===== config.mk =====
export PLATFORM = sky130hd
export DESIGN_NAME = rw_mode_arbiter
export DESIGN_NICKNAME = d
export VERILOG_FILES = /design/src/rtl/rw_arb_pkg.sv /design/src/rtl/rw_pend_sense.sv /design/src/rtl/rw_budget_ctr.sv /design/src/rtl/rw_mode_reg.sv /design/src/rtl/rw_mode_arbiter.sv
export SDC_FILE = /design/constraint.sdc
export NUM_CORES = 1
export LEC_CHECK = 0
export ABC_AREA = 1
export BUFFER_PORTS_ARGS = -buffer_cell sky130_fd_sc_hd__buf_4
export CAP_MARGIN = 20
export CORE_MARGIN = 2
export CORE_UTILIZATION = 40
export CTS_CLUSTER_DIAMETER = 200
export DETAILED_ROUTE_END_ITERATION = 10
export PLACE_DENSITY = 0.67
export SETUP_SLACK_MARGIN = 0.4
export SLEW_MARGIN = 20
export SYNTH_ARGS = -nofsm -noshare
export SYNTH_HDL_FRONTEND = slang
export SYNTH_SLANG_ARGS = --single-unit

===== constraint.sdc =====
create_clock -name clk -period 1.5 [get_ports clk]
set_input_delay 0.15 -clock clk [delete_from_list [all_inputs] [get_ports clk]]
set_output_delay 0.15 -clock clk [all_outputs]
set_load 0.01 [all_outputs]

===== src/rtl/rw_arb_pkg.sv =====
package rw_arb_pkg;

  typedef enum logic {
    MODE_READ  = 1'b0,
    MODE_WRITE = 1'b1
  } rw_mode_e;

  function automatic rw_mode_e flip_mode(input rw_mode_e m);
    return (m == MODE_READ) ? MODE_WRITE : MODE_READ;
  endfunction

  // Reduce a waiting count to "something is waiting".
  function automatic logic has_work(input logic [31:0] count);
    return count != 32'd0;
  endfunction

endpackage


===== src/rtl/rw_pend_sense.sv =====
module rw_pend_sense
  import rw_arb_pkg::*;
#(
  parameter int PEND_W = 4
) (
  input  rw_mode_e          mode,
  input  logic [PEND_W-1:0] rd_waiting,
  input  logic [PEND_W-1:0] wr_waiting,
  output logic              cur_pend,
  output logic              oth_pend,
  output logic              any_pend
);
  logic rd_has, wr_has;

  always_comb begin
    rd_has   = has_work(32'(rd_waiting));
    wr_has   = has_work(32'(wr_waiting));
    cur_pend = (mode == MODE_READ) ? rd_has : wr_has;
    oth_pend = (mode == MODE_READ) ? wr_has : rd_has;
    any_pend = rd_has | wr_has;
  end
endmodule


===== src/rtl/rw_budget_ctr.sv =====
module rw_budget_ctr #(
  parameter int CNT_W        = 10,
  parameter int COUNT_ISSUES = 0
) (
  input  logic             clk,
  input  logic             rst_n,
  input  logic [CNT_W-1:0] init_val,
  input  logic             any_pend,
  input  logic             issue_pulse,
  input  logic             load,
  input  logic [CNT_W-1:0] load_val,
  output logic             tick,
  output logic             expire,
  output logic [CNT_W-1:0] cnt
);
  localparam logic [CNT_W-1:0] ONE = CNT_W'(1);

  generate
    if (COUNT_ISSUES != 0) begin : g_issue_unit
      assign tick = any_pend & issue_pulse;
    end else begin : g_cycle_unit
      assign tick = any_pend;
    end
  endgenerate

  assign expire = tick && (cnt == ONE);

  always_ff @(posedge clk) begin
    if (!rst_n)     cnt <= init_val;
    else if (load)  cnt <= load_val;
    else if (tick)  cnt <= cnt - ONE;
  end
endmodule


===== src/rtl/rw_mode_reg.sv =====
module rw_mode_reg
  import rw_arb_pkg::*;
(
  input  logic     clk,
  input  logic     rst_n,
  input  logic     do_switch,
  output rw_mode_e mode,
  output logic     strobe
);
  always_ff @(posedge clk) begin
    if (!rst_n) begin
      mode   <= MODE_READ;
      strobe <= 1'b0;
    end else begin
      mode   <= do_switch ? flip_mode(mode) : mode;
      strobe <= do_switch;
    end
  end
endmodule


===== src/rtl/rw_mode_arbiter.sv =====
module rw_mode_arbiter
  import rw_arb_pkg::*;
#(
  parameter int RD_BUDGET    = 256,
  parameter int WR_BUDGET    = 128,
  parameter int CNT_W        = 10,
  parameter int PEND_W       = 4,
  parameter int COUNT_ISSUES = 0
) (
  input  logic              clk,
  input  logic              rst_n,
  input  logic [PEND_W-1:0] rd_waiting,
  input  logic [PEND_W-1:0] wr_waiting,
  input  logic              issue_pulse,
  output logic              mode_is_write,
  output logic              mode_switch
);
  localparam int BUDGET_MAX = (1 << CNT_W) - 1;
  localparam logic [CNT_W-1:0] RD_LOAD = CNT_W'(RD_BUDGET);
  localparam logic [CNT_W-1:0] WR_LOAD = CNT_W'(WR_BUDGET);

  generate
    if (RD_BUDGET < 1 || RD_BUDGET > BUDGET_MAX) begin : g_bad_rd
      $error("read budget out of range");
    end
    if (WR_BUDGET < 1 || WR_BUDGET > BUDGET_MAX) begin : g_bad_wr
      $error("write budget out of range");
    end
  endgenerate

  function automatic logic [CNT_W-1:0] budget_for(input rw_mode_e m);
    return (m == MODE_READ) ? RD_LOAD : WR_LOAD;
  endfunction

  rw_mode_e         mode, next_mode;
  logic             cur_pend, oth_pend, any_pend;
  logic             tick, budget_expire, early_sw, expire_sw, do_switch, ctr_load;
  logic [CNT_W-1:0] cnt, load_val;

  rw_pend_sense #(.PEND_W(PEND_W)) u_sense (
    .mode(mode), .rd_waiting(rd_waiting), .wr_waiting(wr_waiting),
    .cur_pend(cur_pend), .oth_pend(oth_pend), .any_pend(any_pend)
  );

  // Named switch events, observed by the bound checker.
  assign early_sw  = !cur_pend && oth_pend;
  assign expire_sw = budget_expire && oth_pend;
  assign do_switch = early_sw | expire_sw;
  assign next_mode = do_switch ? flip_mode(mode) : mode;
  assign load_val  = budget_for(next_mode);
  assign ctr_load  = do_switch | budget_expire;

  rw_budget_ctr #(.CNT_W(CNT_W), .COUNT_ISSUES(COUNT_ISSUES)) u_ctr (
    .clk(clk), .rst_n(rst_n), .init_val(RD_LOAD), .any_pend(any_pend),
    .issue_pulse(issue_pulse), .load(ctr_load), .load_val(load_val),
    .tick(tick), .expire(budget_expire), .cnt(cnt)
  );

  rw_mode_reg u_mode (
    .clk(clk), .rst_n(rst_n), .do_switch(do_switch),
    .mode(mode), .strobe(mode_switch)
  );

  assign mode_is_write = (mode == MODE_WRITE);
endmodule


* Word-level counts from Yosys, hierarchy flattened
Cells that the tools add are included.
** Operators by class
- Bitwise operators :: 3
- Equality and inequality tests :: 1
- $add $sub $neg :: 1
- Reduce and logical (&&, ||, !) cells :: 7
- Mux-type cells :: 7
** Operator list (count)
- $mux W10 :: 2
- $eq A10 B1 Y1 const B :: 1
- $sub A10 B1 Y10 const B :: 1
- $mux W9 :: 1
- $reduce_bool A4 Y1 :: 2
- $mux W1 :: 4
- $logic_and A1 B1 Y1 :: 3
- $or A1 B1 Y1 :: 3
- $reduce_bool A2 Y1 :: 1
- $logic_not A1 Y1 :: 1
** Storage, ports and cells
- Input bits :: 11
- Output and inout bits :: 2
- Register bits :: 12

* Logic depth before layout (Yosys ltp)
Gate-level depths: netlist of the first run.
- Depth after elaboration :: 8
- Depth in mapped cells :: 11
- Mapped depth without buffers :: 11

* Hierarchy
Synthesis of the first run repeated with hierarchy kept, for this count alone.
** Second synthesis, totals
- Cell total of the unflattened synthesis :: 150
- Area, all modules :: 973.4 um^2
** By module, submodules not included
- rw_budget_ctr :: times used 1, area an instance 788.3 um^2, cells each 112, sequential area each 300.3 um^2
- rw_mode_arbiter :: times used 1, area an instance 66.3 um^2, cells each 16, sequential area each 0.0 um^2
- rw_mode_reg :: times used 1, area an instance 63.8 um^2, cells each 8, sequential area each 40.0 um^2
- rw_pend_sense :: times used 1, area an instance 55.1 um^2, cells each 14, sequential area each 0.0 um^2

* Least setup slack after synthesis of the first run
OpenSTA, ideal clock, no wires.
- Path kind :: register -> register
- Start :: reg u_ctr.cnt[1]
- End :: reg u_ctr.cnt[8]
- Library setup time :: 115 ps
- Buffers on the path :: 0
- Slack :: 274 ps
- Required time :: 1385 ps
- Clock period less this slack :: 1226 ps
- Cell stages (with the launch flop) :: 12
- Data arrival time :: 1111 ps
- Cells stage by stage :: dfxtp_1 -> inv_1 -> ha_1 -> nand2_1 -> nor2_2 -> nand2_2 -> inv_1 -> nand2_4 -> nand2_4 -> nand3_2 -> nand3_1 -> nand2_1
** On the way
- Cells in the longest elaborated chain, start to end :: 7
** RTL lines
- from (decl) :: line rw_budget_ctr.sv:14 : output logic [CNT_W-1:0] cnt
- from (signal assigned) :: line rw_budget_ctr.sv:29 : if (!rst_n) cnt <= init_val;
- from (signal assigned) :: line rw_budget_ctr.sv:30 : else if (load) cnt <= load_val;
- from (signal assigned) :: line rw_budget_ctr.sv:31 : else if (tick) cnt <= cnt - ONE;
- parallel branches: the longest is 7 deep, another holds $sub A10 B1 Y10
Parallel ways; which one is timed is not known. The select of a mux whose other input is x is not followed.
A chain may end at the register's enable or synchronous reset.

* Worst setup path after layout of the first run
Ends and elaborated chain as after synthesis.

==> results of run 1 <==
## through the flow
stage          instance area, um2  utilization, %  cells
2_1_floorplan                 767               -    104
3_3_place_gp                  870            49.8    139
3_5_place_dp                  870            49.8    139
4_1_cts                       971            55.6    147
5_1_grt                      1020            58.2    148
6_report                     1020            58.2    148
## layer usage
| metal | global-route usage, % | up-vias |
|---|---|---|
| met2 | 28.4 | 6 |
| li1 | - | 359 |
| met3 | 7.31 | 3 |
| met1 | 19.1 | 306 |
| met5 | 0 | - |
| met4 | 6.11 | 0 |
## flip-flops by register name (all words and copies together) (netlist names)
signal / cells
u_ctr.cnt: 10
u_mode.mode: 1
u_mode.strobe: 1
## power by group
part	total, mW	internal, mW	switching [mW]
clock network	0.265	0.148	0.117
registers	0.565	0.440	0.125
logic	0.919	0.432	0.486
total	1.75	1.02	0.729
## cell usage in the layout (no fill, tap or decap), types with 2 or more instances in the layout
| cell | n |
|---|---|
| dfxtp_1 | 7 |
| inv_1 | 8 |
| clkbuf_4 | 3 |
| nand2_4 | 4 |
| inv_2 | 6 |
| nand2_1 | 20 |
| xnor2_1 | 2 |
| dfxtp_2 | 5 |
| nor2_1 | 11 |
| nor2_2 | 8 |
| nand4_1 | 2 |
| nand2_2 | 5 |
| nand3_1 | 2 |
| o21ai_0 | 2 |
| nand3_4 | 2 |
| a21oi_2 | 3 |
| buf_4 | 15 |
| nand3_2 | 2 |
| nor2_4 | 3 |
| xor2_1 | 4 |
## final timing paths
| path | startpoint | endpoint | cells after the start |
|---|---|---|---|
| setup / recovery | u_ctr.cnt[1] | u_ctr.cnt[8] | 11 |
| hold / removal | rst_n | u_ctr.cnt[7] | 3 |
| setup reg to reg | u_ctr.cnt[1] | u_ctr.cnt[8] | 11 |
| hold reg to reg | u_ctr.cnt[0] | u_ctr.cnt[0] | 2 |
## synthesized netlist by cell type (all sizes together)
library cell	count
inv	14
a21oi	4
dfxtp	12
buf	1
nand3b	1
xor2	4
o21ai	3
nor2	22
nand3	6
nand4	2
xnor2	2
nand2	29
ha	2
nor3	2
## worst max-delay path, delay by kind of cell (launching register included)
| kind | cells | cell delay (ps) |
|---|---|---|
| AND/OR/NAND/NOR | 9 | 690 |
| flip-flops | 1 | 330 |
| adder cells (fa/ha/maj) | 1 | 120 |
| buffers and inverters | 1 | 70 |
## timing repair
item                                    4_1_cts  5_1_grt
gates resized for setup                       7       15
endpoints found under the setup margin       11       12
cloned                                        0        0
buffers inserted                              4        1
pin swaps                                    11       10
## kinds of logic (layout without fill, tap and decap cells)
kind of cell / Yosys count / in the layout
compound gates: 7 / 7
buf+inv: 15 / 34
fa+ha+maj: 2 / 2
xor+xnor: 6 / 6
simple gates: 62 / 62
flops: 12 / 12
## cell type report
cell class,instances,share of cell area [%]
inverters,14,5.17
clock buffers,4,3.57
multi-input cells,77,50.9
well taps,25,3.08
repair buffers,16,13.1
flip-flops and latches,12,24.3
==> impl_summary.log, run 1 <==
INFO  metric status = complete, no violations
INFO  metric synth.avg_cell_area = 7.23 um2
INFO  metric timing.critical_path.slowest_stage_cell = dfxtp_2
INFO  metric vias = 674
INFO  metric synthAdderAreaFrac = 3.33%
INFO  metric detailedRoute.firstPassIterationCount = 3
INFO  metric cts_made_buffers = 3
INFO  metric initialDrtViolationCount = 4
INFO  metric drcViolationCount = 0
INFO  metric fraction_of_the_mapped_netlist_area_in_simple_logic_gates = 43.1%
INFO  metric power = 1.75 mW
INFO  metric start_util = 43.1%
INFO  metric setup_total_negative_slack = 0 ps
INFO  metric first_pass_grt_wire_length = 2.63 mm
INFO  metric worst_hold_slack_after_final_layout = 164 ps
INFO  metric place_hpwl = 1.07 mm
INFO  metric fin_skew = 3.00 ps
INFO  metric min_path_type = primary input to flip-flop
INFO  metric clock-sinks = 12
INFO  metric grt_pass1_vias = 638
INFO  metric detailroute.wirelength.met2 = 749 um
INFO  metric maximum_fanout_along_the_worst_path = 6
INFO  metric multi_input_area = 517 um2
INFO  metric final-max-slew-violation-count = 0
INFO  metric tritoncts = done
INFO  metric yosysUniqueCellTypes = 23
INFO  metric core_region_area = 0.00175 mm2
INFO  metric core.rowCount = 15
INFO  metric track_usage = 17.0%
INFO  metric setup-violations-final = 0
INFO  metric design.portCount = 13
INFO  metric ir_drop = 0.963 mV
INFO  metric critical_path.max_stage_delay = 330 ps
INFO  metric crit_top_cell = nand2_2
INFO  metric post-synth-top-area-fraction = 31.9%
INFO  metric totalWireLength = 1.47 mm
INFO  metric htreeDepth = 1
INFO  metric final_antenna_net_count = 0
INFO  metric critical_path.endpoint_type = flip-flop
INFO  metric route.layer.met1.wl = 660 um
INFO  metric cts_hold_repair.buffers = 0
INFO  metric path_clk_slew = 80 ps
INFO  metric cts.root.buffer_cell = clkbuf_4
INFO  metric dp_worst_setup_slack = 119 ps
INFO  metric min_period_over_period = 87.5%
INFO  metric mappedNetlistNets = 117
INFO  metric cap_violations = 0
INFO  metric worst-slew-pin-transition = 260 ps
INFO  metric final_nets = 137
INFO  metric io_buffers = 11
INFO  metric hold_violations = 0
INFO  metric criticalPathCategory = flip-flop to flip-flop
INFO  metric diodes = 0
INFO  metric p_leak = 0.491 nW
INFO  metric yosys_warnings = 0
INFO  metric fmax = 0.762 GHz
INFO  metric post_synth_main_area_contributors = dfxtp_1 (32%), nand2_1 (11%), nor2_1 (8.0%)
INFO  metric maximum_number_of_pins_on_one_net_before_global_route_repair = 12
INFO  metric synth_compound_gate_area_share = 6.16%
INFO  metric gp_routability_congestion = 0.803
INFO  metric met3_length = 45 um
INFO  metric area_of_the_mapped_netlist = 752 um2
INFO  metric grt_remaining_overflow = 0
INFO  metric wl_per_cell = 9.91 um
INFO  metric slew_headroom = 82.7%
INFO  metric initial_antenna_violation_count = 0
INFO  metric synthToLayoutAreaGrowth = 35.1%
INFO  metric synth_largest_area_cell = dfxtp_1
INFO  metric grt_setup_unrepaired = yes
INFO  metric power_per_cell_area = 1720 mW/mm2
INFO  metric netlist_instances = 104
INFO  metric fillCellCount = 177
INFO  metric top_signal_layer_used = met4
INFO  metric yosys.area_share.xor_xnor = 6.99%
INFO  metric die_outline_area = 0.00224 mm2
INFO  metric longest_clk_path_bufs = 2
INFO  metric proportion_of_layout_cells_with_a_drive_suffix_above_1 = 49.6%
INFO  metric worstPathArrival = 1490 ps
INFO  metric kind_of_start_point_of_the_critical_path = flip-flop
INFO  metric y_dimension_of_the_die = 47.4 um
INFO  metric yosys_register_bits = 12
INFO  metric synth_mux_area_share = 0%
INFO  metric postLayoutSetupSlackWorst = 188 ps
INFO  metric worst_skew_pair.late_latency = 280 ps
INFO  metric cp_data_required_time = 1680 ps
INFO  metric reg2reg_slack = 190 ps
INFO  metric yosysSeqAreaShare = 31.9%
INFO  metric ff_latch_area = 246 um2
INFO  metric die_w = 47.4 um
INFO  metric final_period_minus_worst_setup_slack = 1310 ps
INFO  metric combinational_family_with_the_most_area_after_synthesis = simple AND/OR/NAND/NOR gates
INFO  metric vias_per_cell = 4.55
INFO  metric critical_path.cell_chain = inv_2 -> ha_4 -> nand2_2 -> nor2_2 -> nand2_2 -> nand2_2 -> nand2_4 -> nand2_4 -> nand3_4 -> nand3_2 -> nand2_1
(Power assumes the default switching activity.)
==> inputs of run 2 (changes only) <==
--- a/config.mk
+++ b/config.mk
@@ -12,7 +12,7 @@
 export CORE_UTILIZATION = 40
 export CTS_CLUSTER_DIAMETER = 200
 export DETAILED_ROUTE_END_ITERATION = 10
-export PLACE_DENSITY = 0.67
+export PLACE_DENSITY = 0.65
 export SETUP_SLACK_MARGIN = 0.4
 export SLEW_MARGIN = 20
 export SYNTH_ARGS = -nofsm -noshare
==> impl_summary.log, run 2 (same netlist as run 1, synthesis figures left out) <==
INFO  metric fmax = 0.763 GHz (was 0.762 GHz)
INFO  metric layout.cell_area.non_filler = 995 um2 (was 0.00102 mm2)
INFO  metric initial_antenna_violation_count = 0 (unchanged)
INFO  metric reg2reg_slack = 190 ps (about the same)
INFO  metric dpl_cell_area = 877 um2 (was 870 um2)
INFO  metric start_util = 43.1% (unchanged)
INFO  metric final-max-slew-violation-count = 0 (unchanged)
INFO  metric cap_violations = 0 (unchanged)
INFO  metric track_usage = 15.9% (was 17.0%)
INFO  metric core.rowCount = 15 (unchanged)
INFO  metric largest_reg_flops = 10 (unchanged)
INFO  metric hold-path-cell-count = 3 (unchanged)
INFO  metric maximum_fanout_along_the_worst_path = 6 (unchanged)
INFO  metric maximum_number_of_pins_on_one_net_before_global_route_repair = 8 (was 12)
INFO  metric first_pass_grt_wire_length = 2.37 mm (was 2.63 mm)
INFO  metric y_dimension_of_the_die = 47.4 um (unchanged)
INFO  metric detailedRoute.firstPassIterationCount = 4 (was 3)
INFO  metric worstPathArrival = 1490 ps (about the same)
INFO  metric final_nets = 137 (unchanged)
INFO  metric min_path_type = primary input to flip-flop (unchanged)
INFO  metric crit_end = u_ctr.cnt[8] (unchanged)
INFO  metric critical_path.max_stage_delay = 330 ps (about the same)
INFO  metric cts_made_buffers = 3 (unchanged)
INFO  metric io_buffers = 11 (unchanged)
INFO  metric fin_skew = 2.77 ps (was 3.00 ps)
INFO  metric cts_hold_repair.buffers = 0 (unchanged)
INFO  metric critical_path.endpoint_type = flip-flop (unchanged)
INFO  metric place_hpwl = 1.11 mm (was 1.07 mm)
INFO  metric critical_path.cell_chain = nor2_2 -> inv_2 -> nor2_4 -> nand2_2 -> nand2_2 -> nand2_4 -> nand2_4 -> nand3_4 -> nand3_2 -> nand2_1 (was inv_2 -> ha_4 -> nand2_2 -> nor2_2 -> nand2_2 -> nand2_2 -> nand2_4 -> nand2_4 -> nand3_4 -> nand3_2 -> nand2_1)
INFO  metric htreeDepth = 1 (unchanged)
INFO  metric diodes = 0 (unchanged)
INFO  metric proportion_of_layout_cells_with_a_drive_suffix_above_1 = 47.2% (was 49.6%)
INFO  metric ff2ff_path_depth = 10 (was 11)
INFO  metric crit_path_start = u_ctr.cnt[6] (was u_ctr.cnt[1])
INFO  metric path_clk_slew = 80 ps (about the same)
INFO  metric initialDrtViolationCount = 8 (was 4)
INFO  metric leading_cell_types_in_the_layout_fill_and_taps_excluded = nand2_1 (21), buf_4 (16), nor2_1 (12), inv_1 (10), nor2_2 (8) (was nand2_1 (20), buf_4 (15), nor2_1 (11), inv_1 (8), nor2_2 (8))
INFO  metric largest-register = u_ctr.cnt (unchanged)
INFO  metric grt_setup_unrepaired = yes (unchanged)
INFO  metric design.portCount = 13 (unchanged)
INFO  metric status = complete, no violations (unchanged)
INFO  metric power_per_cell_area = 1700 mW/mm2 (was 1720 mW/mm2)
INFO  metric cts.root.buffer_cell = clkbuf_4 (unchanged)
INFO  metric vias = 654 (was 674)
INFO  metric synthToLayoutAreaGrowth = 32.3% (was 35.1%)
INFO  metric largestRegisters = u_ctr.cnt x10, u_mode.mode x1, u_mode.strobe x1 (unchanged)
INFO  metric final_antenna_net_count = 0 (unchanged)
INFO  metric ir_drop = 0.760 mV (was 0.963 mV)
INFO  metric worst_skew_pair.late_latency = 280 ps (about the same)
INFO  metric vias_per_cell = 4.42 (was 4.55)
INFO  metric layout_commonest_cell = nand2_1 (unchanged)
INFO  metric timing.critical_path.slowest_stage_cell = dfxtp_2 (unchanged)
INFO  metric gp_routability_congestion = 0.782 (was 0.803)
INFO  metric core_region_area = 0.00175 mm2 (unchanged)
INFO  metric slew_headroom = 87.2% (was 82.7%)
INFO  metric worst-slew-pin-transition = 190 ps (was 260 ps)
INFO  metric hold_violations = 0 (unchanged)
INFO  metric r2r-start = u_ctr.cnt[6] (was u_ctr.cnt[1])
INFO  metric kind_of_start_point_of_the_critical_path = flip-flop (unchanged)
INFO  metric drcViolationCount = 0 (unchanged)
INFO  metric final_period_minus_worst_setup_slack = 1310 ps (about the same)
INFO  metric clock-sinks = 12 (unchanged)
INFO  metric setup_total_negative_slack = 0 ps (unchanged)
INFO  metric grt_remaining_overflow = 0 (unchanged)
INFO  metric grt_pass1_vias = 565 (was 638)
INFO  metric p_leak = 0.487 nW (was 0.491 nW)
INFO  metric longest_clk_path_bufs = 2 (unchanged)
INFO  metric die_w = 47.4 um (unchanged)
INFO  metric wl_per_cell = 10.3 um (was 9.91 um)
INFO  metric cp_data_required_time = 1680 ps (about the same)
INFO  metric tritoncts = done (unchanged)
INFO  metric min_period_over_period = 87.3% (was 87.5%)
INFO  metric totalWireLength = 1.52 mm (was 1.47 mm)
INFO  metric die_outline_area = 0.00224 mm2 (unchanged)
INFO  metric setup-violations-final = 0 (unchanged)
INFO  metric criticalPathCategory = flip-flop to flip-flop (unchanged)
INFO  metric regToRegEndpoint = u_ctr.cnt[8] (unchanged)
INFO  metric worst_hold_slack_after_final_layout = 158 ps (was 164 ps)
-- run 2: critical path: cells and delay by family, from the launching register on --
kind	cells	cell delay (ps)
buf+inv	1	60
simple gates	9	810
flops	1	330
-- run 2: area by class of cell --
cell class	count	area, um2
Fill cell	176	751
Clock buffer	4	36.3
Multi-Input combinational cell	77	507
Sequential cell	12	248
Tap cell	25	31.3
Inverter	14	52.6
Timing Repair Buffer	16	120
-- run 2: per-stage QoR --
stage                     total power [mW]  cells  util, %  setup slack [ps]
after detailed placement              1.25    140     50.3               163
final                                 1.69    148     57.0               190
after CTS                             1.60    146     54.7               179
after global placement                1.23    140     50.3               182
after global routing                  1.83    148     57.0              98.3
after floorplan                       1.11    104        -               296
-- run 2: per-layer routing --
layer | wire, um | global-route usage [%] | vias up
met2 | 751 | 25.9 | 6
met1 | 707 | 18.7 | 287
li1 | - | - | 356
met5 | 0 | 0 | -
met3 | 33 | 3.46 | 5
met4 | 30 | 10.0 | 0
-- run 2: worst min path at each step --
stage,slack (ps),startpoint,endpoint
global route,150,rst_n,u_ctr.cnt[7]
global placement,450,rst_n,u_ctr.cnt[7]
CTS,150,rst_n,u_ctr.cnt[7]
floorplan,290,rst_n,u_ctr.cnt[0]
finish,160,rst_n,u_ctr.cnt[7]
detailed placement,460,rst_n,u_ctr.cnt[7]
-- run 2: repair_timing --
action                                  CTS  global route
pin swaps                                13            10
endpoints found under the setup margin   11            12
gates cloned                              0             0
setup buffers                             2             2
gates resized for setup                   6            12
endpoints found under the hold margin     0             0
-- run 2: where the power goes --
part / total (mW) / switching [mW] / internal, mW / leakage (nW)
Sequential: 0.562 / 0.120 / 0.443 / 0.101
Clock: 0.265 / 0.117 / 0.148 / 0.0210
Combinational: 0.864 / 0.472 / 0.393 / 0.365
Total: 1.69 / 0.708 / 0.983 / 0.487
==> inputs of run 3 (changes only) <==
--- a/config.mk
+++ b/config.mk
@@ -12,7 +12,6 @@
 export CORE_UTILIZATION = 40
 export CTS_CLUSTER_DIAMETER = 200
 export DETAILED_ROUTE_END_ITERATION = 10
-export PLACE_DENSITY = 0.65
 export SETUP_SLACK_MARGIN = 0.4
 export SLEW_MARGIN = 20
 export SYNTH_ARGS = -nofsm -noshare
==> impl_summary.log, run 3 (same netlist as run 1, synthesis figures left out) <==
INFO  metric status = complete, no violations (unchanged)
INFO  metric cts_made_buffers = 3 (unchanged)
INFO  metric detailedRoute.firstPassIterationCount = 4 (unchanged)
INFO  metric vias_per_cell = 4.47 (was 4.42)
INFO  metric first_pass_grt_wire_length = 2.42 mm (was 2.37 mm)
INFO  metric worstPathArrival = 1490 ps (about the same)
INFO  metric vias = 657 (was 654)
INFO  metric longest_clk_path_bufs = 2 (unchanged)
INFO  metric largest_reg_flops = 10 (unchanged)
INFO  metric cp_data_required_time = 1670 ps (was 1680 ps)
INFO  metric design.portCount = 13 (unchanged)
INFO  metric htreeDepth = 1 (unchanged)
INFO  metric crit_path_start = u_ctr.cnt[1] (was u_ctr.cnt[6])
INFO  metric final-max-slew-violation-count = 0 (unchanged)
INFO  metric fmax = 0.758 GHz (was 0.763 GHz)
INFO  metric core.rowCount = 15 (unchanged)
INFO  metric util_after_layout = 56.8% (was 57.0%)
INFO  metric place_hpwl = 1.10 mm (was 1.11 mm)
INFO  metric p_leak = 0.484 nW (was 0.487 nW)
INFO  metric setup_total_negative_slack = 0 ps (unchanged)
INFO  metric die_outline_area = 0.00224 mm2 (unchanged)
INFO  metric largestRegisters = u_ctr.cnt x10, u_mode.mode x1, u_mode.strobe x1 (unchanged)
INFO  metric fillCellCount = 183 (was 176)
INFO  metric worst_skew_pair.late_latency = 270 ps (was 280 ps)
INFO  metric final_antenna_net_count = 0 (unchanged)
INFO  metric fin_skew = 2.46 ps (was 2.77 ps)
INFO  metric worst-slew-pin-transition = 189 ps (was 190 ps)
INFO  metric initial_antenna_violation_count = 0 (unchanged)
INFO  metric initialDrtViolationCount = 17 (was 8)
INFO  metric tritoncts = done (unchanged)
INFO  metric power_per_cell_area = 1660 mW/mm2 (was 1700 mW/mm2)
INFO  metric die_w = 47.4 um (unchanged)
INFO  metric io_buffers = 11 (unchanged)
INFO  metric ir_drop = 0.870 mV (was 0.760 mV)
INFO  metric synthToLayoutAreaGrowth = 31.8% (was 32.3%)
INFO  metric y_dimension_of_the_die = 47.4 um (unchanged)
INFO  metric slew_headroom = 87.2% (about the same)
INFO  metric grt_pass1_vias = 563 (was 565)
INFO  metric diodes = 0 (unchanged)
INFO  metric layout_commonest_cell = nand2_1 (unchanged)
INFO  metric cap_violations = 0 (unchanged)
INFO  metric wl_per_cell = 9.82 um (was 10.3 um)
INFO  metric totalWireLength = 1.44 mm (was 1.52 mm)
INFO  metric grt_remaining_overflow = 0 (unchanged)
INFO  metric setup-violations-final = 0 (unchanged)
INFO  metric track_usage = 15.6% (was 15.9%)
INFO  metric maximum_number_of_pins_on_one_net_before_global_route_repair = 8 (unchanged)
INFO  metric clock-sinks = 12 (unchanged)
INFO  metric core_region_area = 0.00175 mm2 (unchanged)
INFO  metric kind_of_start_point_of_the_critical_path = flip-flop (unchanged)
INFO  metric final_period_minus_worst_setup_slack = 1320 ps (was 1310 ps)
INFO  metric reg2reg_slack = 180 ps (was 190 ps)
INFO  metric crit_end = u_ctr.cnt[8] (unchanged)
INFO  metric proportion_of_layout_cells_with_a_drive_suffix_above_1 = 43.4% (was 47.2%)
INFO  metric min_period_over_period = 88.0% (was 87.3%)
INFO  metric regToRegEndpoint = u_ctr.cnt[8] (unchanged)
INFO  metric cts.root.buffer_cell = clkbuf_4 (unchanged)
INFO  metric leading_cell_types_in_the_layout_fill_and_taps_excluded = nand2_1 (21), buf_4 (16), nor2_1 (14), inv_1 (12), dfxtp_1 (8) (was nand2_1 (21), buf_4 (16), nor2_1 (12), inv_1 (10), nor2_2 (8))
INFO  metric grt_setup_unrepaired = yes (unchanged)
INFO  metric maximum_fanout_along_the_worst_path = 6 (unchanged)
INFO  metric r2r-start = u_ctr.cnt[1] (was u_ctr.cnt[6])
INFO  metric hold_violations = 0 (unchanged)
INFO  metric final_nets = 137 (unchanged)
INFO  metric drcViolationCount = 0 (unchanged)
INFO  metric start_util = 43.1% (unchanged)
INFO  metric min_path_type = primary input to flip-flop (unchanged)
INFO  metric path_clk_slew = 70 ps (was 80 ps)
INFO  metric largest-register = u_ctr.cnt (unchanged)
INFO  metric ff2ff_path_depth = 11 (was 10)
INFO  metric gp_routability_congestion = 0.757 (was 0.782)
INFO  metric stdcell_count = 147 (was 148)
INFO  metric placed_cells = 140 (unchanged)
INFO  metric critical_path.endpoint_type = flip-flop (unchanged)
INFO  metric criticalPathCategory = flip-flop to flip-flop (unchanged)
run 3: critical path: stages, from the launching register on:
cell and delay (ps):
dfxtp_2 330, inv_2 70, ha_4 120, nand2_2 40, nor2_2 110, nand2_2 70
nand2_2 90, nand2_4 100, nand2_4 110, nand3_4 70, nand3_2 60, nand2_1 40
run 3: through the flow:
step	setup WS [ps]	hold slack (ps)	power, mW	cell area [um2]
after floorplan	296	293	1.11	767
after global placement	174	452	1.24	877
after detailed placement	178	461	1.25	877
after CTS	181	172	1.50	928
after global routing	89.3	181	1.80	991
final	180	174	1.64	991
run 3: layout make-up:
class,instances,area (um2),share of cell area [%]
clock buffers,3,22.5,2.27
inverters,14,52.6,5.30
multi-input cells,77,519,52.4
flip-flops and latches,12,245,24.7
well taps,25,31.3,3.16
repair buffers,16,120,12.1
run 3: worst min path at each step:
stage,startpoint,endpoint,depth (start not counted)
2_1_floorplan,rst_n,u_ctr.cnt[0],2
5_1_grt,rst_n,u_ctr.cnt[7],3
4_1_cts,rst_n,u_ctr.cnt[7],3
6_report,rst_n,u_ctr.cnt[7],3
3_5_place_dp,rst_n,u_ctr.cnt[7],3
3_3_place_gp,rst_n,u_ctr.cnt[7],3
run 3: report_power, final:
group          switching, mW  internal (mW)  total (mW)
clock network          0.101         0.0928       0.194
registers              0.123          0.437       0.560
logic                  0.465          0.425       0.890
total                  0.689          0.955        1.64
run 3: repair_timing:
action	4_1_cts	5_1_grt
gates resized for setup	5	10
endpoints found under the setup margin	11	12
setup buffers	2	2
pin swaps	11	9
hold buffers	0	0
run 3: metal layers:
layer	track usage, %	vias up	wire, um	part of all wire (%)
li1	-	355	-	-
met2	22.7	11	662	46
met5	0	-	0	0
met3	6.92	2	64	4.4
met1	21.3	289	706	49
met4	3.33	0	10	0.69
